--- src/rtl/pcd_pkg.sv ---
package pcd_pkg;

    parameter int PCD_DEF_BANKS  = 2;
    parameter int PCD_DEF_WIDTH  = 8;
    parameter int PCD_DEF_STAGES = 2;

    typedef struct packed {
        logic set;
        logic flag;
    } pcd_flag_t;

endpackage

--- src/rtl/pcd_pin_sync.sv ---
module pcd_pin_sync #(
    parameter int WIDTH  = 8,
    parameter int STAGES = 2
) (
    input  logic             clk,
    input  logic             rst_n,
    input  logic [WIDTH-1:0] pin_i,
    output logic [WIDTH-1:0] smp_o,
    output logic [WIDTH-1:0] prev_o
);

    localparam int LAST = STAGES - 1;

    typedef struct packed {
        logic [STAGES-1:0][WIDTH-1:0] chain;
        logic [WIDTH-1:0]             prev;
    } sync_t;

    sync_t sync_d, sync_q;

    always_comb begin
        sync_d          = sync_q;
        sync_d.chain[0] = pin_i;
        for (int i = 1; i < STAGES; i++) begin
            sync_d.chain[i] = sync_q.chain[i-1];
        end
        sync_d.prev = sync_q.chain[LAST];
    end

    always_ff @(posedge clk or negedge rst_n) begin
        if (!rst_n) begin
            sync_q <= '0;
        end else begin
            sync_q <= sync_d;
        end
    end

    assign smp_o  = sync_q.chain[LAST];
    assign prev_o = sync_q.prev;

endmodule

--- src/rtl/pcd_bank_flag.sv ---
module pcd_bank_flag
    import pcd_pkg::*;
#(
    parameter int WIDTH = 8
) (
    input  logic             clk,
    input  logic             rst_n,
    input  logic [WIDTH-1:0] smp_i,
    input  logic [WIDTH-1:0] prev_i,
    input  logic [WIDTH-1:0] mask_i,
    input  logic             clr_i,
    output logic             flag_o
);

    pcd_flag_t flag_d, flag_q;

    always_comb begin
        flag_d      = flag_q;
        flag_d.set  = |(mask_i & (smp_i ^ prev_i));
        flag_d.flag = (flag_q.flag & ~clr_i) | flag_q.set;
    end

    always_ff @(posedge clk or negedge rst_n) begin
        if (!rst_n) begin
            flag_q <= '0;
        end else begin
            flag_q <= flag_d;
        end
    end

    assign flag_o = flag_q.flag;

    AST_SET_BEATS_CLEAR: assert property (@(posedge clk) disable iff (!rst_n)
        (flag_q.set && clr_i) |=> flag_o);
    AST_CLEAR_TAKES: assert property (@(posedge clk) disable iff (!rst_n)
        (!flag_q.set && clr_i) |=> !flag_o);
    AST_FLAG_HOLDS: assert property (@(posedge clk) disable iff (!rst_n)
        (flag_o && !clr_i) |=> flag_o);
    AST_NO_SPURIOUS_SET: assert property (@(posedge clk) disable iff (!rst_n)
        (!flag_o && !flag_q.set) |=> !flag_o);

endmodule

--- src/rtl/pin_change_irq.sv ---
module pin_change_irq
    import pcd_pkg::*;
#(
    parameter int BANKS  = PCD_DEF_BANKS,
    parameter int WIDTH  = PCD_DEF_WIDTH,
    parameter int STAGES = PCD_DEF_STAGES
) (
    input  logic                   clk,
    input  logic                   rst_n,
    input  logic [BANKS*WIDTH-1:0] pin_in,
    input  logic [BANKS*WIDTH-1:0] pin_mask,
    input  logic [BANKS-1:0]       bank_en,
    input  logic [BANKS-1:0]       flag_clr,
    output logic [BANKS-1:0]       bank_flag,
    output logic                   irq
);

    for (genvar b = 0; b < BANKS; b++) begin : g_bank
        logic [WIDTH-1:0] smp;
        logic [WIDTH-1:0] prev;

        pcd_pin_sync #(
            .WIDTH  (WIDTH),
            .STAGES (STAGES)
        ) u_sync (
            .clk    (clk),
            .rst_n  (rst_n),
            .pin_i  (pin_in[b*WIDTH +: WIDTH]),
            .smp_o  (smp),
            .prev_o (prev)
        );

        pcd_bank_flag #(
            .WIDTH (WIDTH)
        ) u_flag (
            .clk    (clk),
            .rst_n  (rst_n),
            .smp_i  (smp),
            .prev_i (prev),
            .mask_i (pin_mask[b*WIDTH +: WIDTH]),
            .clr_i  (flag_clr[b]),
            .flag_o (bank_flag[b])
        );
    end

    assign irq = |(bank_flag & bank_en);

    AST_IRQ_GATED: assert property (@(posedge clk) disable iff (!rst_n)
        (bank_en == '0) |-> !irq);
    AST_RESET_QUIET: assert property (@(posedge clk) disable iff (!rst_n)
        $rose(rst_n) |-> (bank_flag == '0));

endmodule

--- config.mk ---
export PLATFORM = sky130hd
export DESIGN_NAME = pin_change_irq
export DESIGN_NICKNAME = d
export VERILOG_FILES = /design/src/rtl/pcd_pkg.sv /design/src/rtl/pcd_pin_sync.sv /design/src/rtl/pcd_bank_flag.sv /design/src/rtl/pin_change_irq.sv
export SDC_FILE = /design/constraint.sdc
export NUM_CORES = 1
export LEC_CHECK = 0
export BUFFER_PORTS_ARGS = -buffer_cell sky130_fd_sc_hd__buf_2
export CORE_ASPECT_RATIO = 1.5
export CORE_UTILIZATION = 26
export DETAILED_ROUTE_END_ITERATION = 10
export GPL_ROUTABILITY_DRIVEN = 0
export GPL_TIMING_DRIVEN = 1
export PLACE_DENSITY = 0.45
export SYNTH_ARGS = -nofsm -noshare
export SYNTH_HDL_FRONTEND = slang
export SYNTH_HIERARCHICAL = 1
export SYNTH_SLANG_ARGS = --single-unit
--- constraint.sdc ---
create_clock -name clk -period 2.7 [get_ports clk]
set_clock_uncertainty 0.05 [all_clocks]
set_input_delay 0.54 -clock clk [delete_from_list [all_inputs] [get_ports clk]]
set_output_delay 0.54 -clock clk [all_outputs]
set_load 0.02 [all_outputs]
## Word-level counts from Yosys, hierarchy flattened

Index checks and enable logic that the tools add are counted.

| storage, ports and cells | value |
|---|---|
| register bits | 52 |
| bits of input ports | 38 |
| output and inout port bits | 3 |

| operators by class | value |
|---|---|
| bitwise logic cells | 11 |
| reduce and logical (&&, ||, !) cells | 3 |

Operators with widths:

| kind | number |
|---|---|
| $and 8x8->8 | 2 |
| $reduce_or 8->1 | 2 |
| $xor 8x8->8 | 2 |
| $and 1x1->1 | 2 |
| $and 2x2->2 | 1 |
| $not 1->1 | 2 |
| $or 1x1->1 | 2 |
| $reduce_or 2->1 | 1 |

## Logic depth before layout (Yosys ltp)

| logic depth | value |
|---|---|
| word-level depth | 3 |
| gate-level depth with buffers | 4 |
| depth with buffers taken out | 3 |

## Hierarchy

Netlist, hierarchy kept.

By module, submodules not included:

| module | instances | cells an instance | area an instance (sq um) |
|---|---|---|---|
| pcd_pin_sync | 2 | 32 | 660.6 |
| pcd_bank_flag | 2 | 17 | 167.7 |
| pin_change_irq | 1 | 1 | 8.8 |

## Least setup slack after synthesis

Ideal clock, no wire load.

| timing | value |
|---|---|
| path kind | input port to output port |
| start | input port bank_en[0] |
| end | output port irq |
| arrival time | 0.803 ns |
| data required time | 2.110 ns |
| setup slack | 1.307 ns |
| stages | 1 |
| buffers on the path | 0 |
| cells stage by stage | a22o_1 |

| on the way | value |
|---|---|
| cells in the longest elaborated chain, start to end | 2 |

Ends and longest elaborated chain:

| element | RTL line | source |
|---|---|---|
| start, declared | pin_change_irq.sv:12 | `input logic [BANKS-1:0] bank_en,` |
| $and 2x2->2 | pin_change_irq.sv:46 | `assign irq = \|(bank_flag & bank_en);` |
| $reduce_or 2->1 | pin_change_irq.sv:46 |  |
| end, declared | pin_change_irq.sv:15 | `output logic irq` |

Every way passes these cells.

## Final worst setup path

| timing | value |
|---|---|
| start | register g_bank[0].u_flag.flag_q (netlist bit g_bank[0].u_flag/flag_o) |
| end | output port irq |

| on the way | value |
|---|---|
| cells in the longest elaborated chain, start to end | 2 |

Ends and longest elaborated chain:

| element | RTL line | source |
|---|---|---|
| start, declared | pcd_bank_flag.sv:15 | `pcd_flag_t flag_d, flag_q;` |
| start signal, assigned | pcd_bank_flag.sv:27 | `flag_q <= flag_d;` |
| $and 2x2->2 | pin_change_irq.sv:46 |  |
| $reduce_or 2->1 | pin_change_irq.sv:46 |  |

Every way passes these cells.

==> flow_summary.toml <==
[clock_network]
insertion_delay_ns = 0.29
numCtsBuffers = 5
clock-root-buffer = "clkbuf_8"
cts_hold_buf = 0
clock_sinks = 52
cts_max_path_buffers = 2
htree_levels = 2
cts_resized = 0
post_cts_buffers = 0
cts_tree = "done"
cts.reportedPaths.clkPinSlew_ns = 0.09

[worst_setup_path]
reg2regPathDepth = 3
r2r_end = "g_bank[1].u_flag/flag_q[1]"
r2r_setup_slack_ns = 1.62
cp_data_arrival_time_ns = 1.06
critical_path_class = "reg2out"
crit_start = "g_bank[0].u_flag/flag_o"
cp.required_ns = 2.11
crit_path_max_fanout = 3
r2r-start = "g_bank[1].u_sync/smp_o[2]"
crit_end = "irq"
worst_setup_path_end_kind = "output pin"
cp-start-kind = "flip-flop"

[detailed_routing]
drtAntennaViolNets = 0
drc = 0
routed_wl_mm = 2.28
routedWlPerCell_microns = 11.1
route.vias.total = 796
vias_per_cell = 3.86
firstDrtPassIters = 3
first_iter_violations = 5

[floorplan]
die_h_microns = 100
initial_core_util_pct = 27.0
io_pins = 41
die_width_microns = 67.3
num_rows = 35
dieArea_sq_mm = 0.00674
core-area_sq_mm = 0.00617

[global_routing]
grt_pass1_vias = 856
grt_max_degree = 42
grt_pass1_wl_mm = 3.72
antenna_found_initial = 0
overflow = 0
gr-usage-all-layers_pct = 7.79

[final_layout]
multi_input_area_sq_um = 236
fin_area_sq_mm = 0.00193
layout_common_cells = "52 x dfrtp_1, 40 x buf_2, 16 x xor2_1"
layout.nets = 169
drive_above_1_share_pct = 36.4
synthToLayoutAreaGrowth_pct = 16.2
seqCellArea_sq_mm = 0.00130
final_common_cell = "dfrtp_1"
antenna_cells = 0
nFillCells = 610

[timing]
rsz0062_at_grt = "no"
min_period_ns = 1.65
setup_viol = 0
finalHoldViolCount = 0
slew_violations = 0
finalSetupTns_ns = 0
period_share_pct = 61.0
worst_pin_slew_ns = 0.878
slew_headroom_pct = 41.5
max_freq_ghz = 0.607

[place]
place_area_sq_mm = 0.00185
io_buffers = 40
dp_hpwl_mm = 1.71

[synthesis]
synth_nets = 137
ys_seq_area_share_pct = 78.1
synthDistinctLibCells = 8
ys_seq_elements = 52
synth_cells = 99
syn_area_sq_mm = 0.00167
yosysWarnings = 6
syn_area_per_cell_sq_um = 16.8

[pwr]
sequentialPowerShare_pct = 62.8
p_int_mw = 1.04
swShare_pct = 21.8
power_frac_clock_pct = 31.3
total_power_mw = 1.33
p_comb_share_pct = 5.9
p_leak_nw = 0.906
netSwitchingPower_mw = 0.290
p_per_area_mw_per_mm2 = 689
ir_drop_mv = 0.440

[worst_hold_path]
hp-start = "pin_in[6]"
hold_path.class = "in2reg"

[run]
cap_violations = 0

[run_status]
run_status = "completed"
==> layout make-up <==
class	instances	area share, %
Clock buffer	6	3.75
Tap cell	74	4.79
Inverter	2	0.388
Clock inverter	2	0.841
Multi-Input combinational cell	29	12.2
Timing Repair Buffer	41	10.7
Sequential cell	52	67.3
==> synthesized netlist by cell type <==
| library cell | number | share of area (%) |
|---|---|---|
| nand4_1 | 2 | 0.75 |
| a21o_1 | 2 | 0.90 |
| xor2_1 | 16 | 8.4 |
| a22oi_1 | 8 | 3.6 |
| a22o_1 | 1 | 0.53 |
| dfrtp_1 | 52 | 78 |
| buf_4 | 16 | 7.2 |
| inv_1 | 2 | 0.45 |
==> worst max-delay path, cell delays in order (launching register included) <==
cell and delay (ns):
dfrtp_1 0.40, a22o_1 0.22, buf_2 0.15
==> per-stage QoR <==
step	setup WS [ns]	instances	hold WS (ns)	utilization (%)
after floorplan	1.31	99	0.194	-
after global placement	1.14	198	0.281	29.9
after detailed placement	1.14	198	0.285	29.9
after CTS	1.03	206	0.282	31.3
after global routing	0.984	206	0.275	31.3
final	1.05	206	0.295	31.3
==> sequential cells by signal (all words and copies together) (netlist names) <==
signal,flops
g_bank.u_sync/smp_o,16
g_bank.u_flag/flag_o,2
g_bank.u_sync/prev_o,16
g_bank.u_flag/flag_q,2
g_bank.u_sync/sync_d,16
==> layer usage <==
metal / global-route usage (%) / up-vias / part of all wire (%)
met5: 0 / - / 0
met4: 4.91 / 0 / 2.2
li1: - / 371 / -
met3: 2.39 / 4 / 5.3
met2: 13.0 / 24 / 55
met1: 8.28 / 397 / 37
==> logic make-up (layout without fill, tap and decap cells) <==
logic type	count (synthesis)	count (layout)	share of synthesized area, %
compound gates	11	11	5.03
xor+xnor	16	16	8.41
buf+inv	18	51	7.66
flops	52	52	78.1
simple gates	2	2	0.751
==> power groups by stage <==
stage	Clock (mW)	Combinational, mW	Sequential, mW
detailed placement	0	0.0817	0.854
floorplan	0	0.0474	0.848
CTS	0.441	0.0820	0.838
global route	0.475	0.0905	0.842
global placement	0	0.0795	0.851
finish	0.417	0.0787	0.836
==> worst min-delay path by stage <==
stage | depth (start not counted) | endpoint
2_1_floorplan | 0 | g_bank[0].u_flag/flag_o
5_1_grt | 1 | g_bank[1].u_sync/sync_d[17]
3_5_place_dp | 0 | g_bank[0].u_sync/smp_o[5]
4_1_cts | 1 | g_bank[0].u_sync/sync_d[18]
6_report | 1 | g_bank[0].u_sync/sync_d[22]
3_3_place_gp | 0 | g_bank[1].u_sync/smp_o[2]
Note: power is estimated with default switching activity, not from simulation.
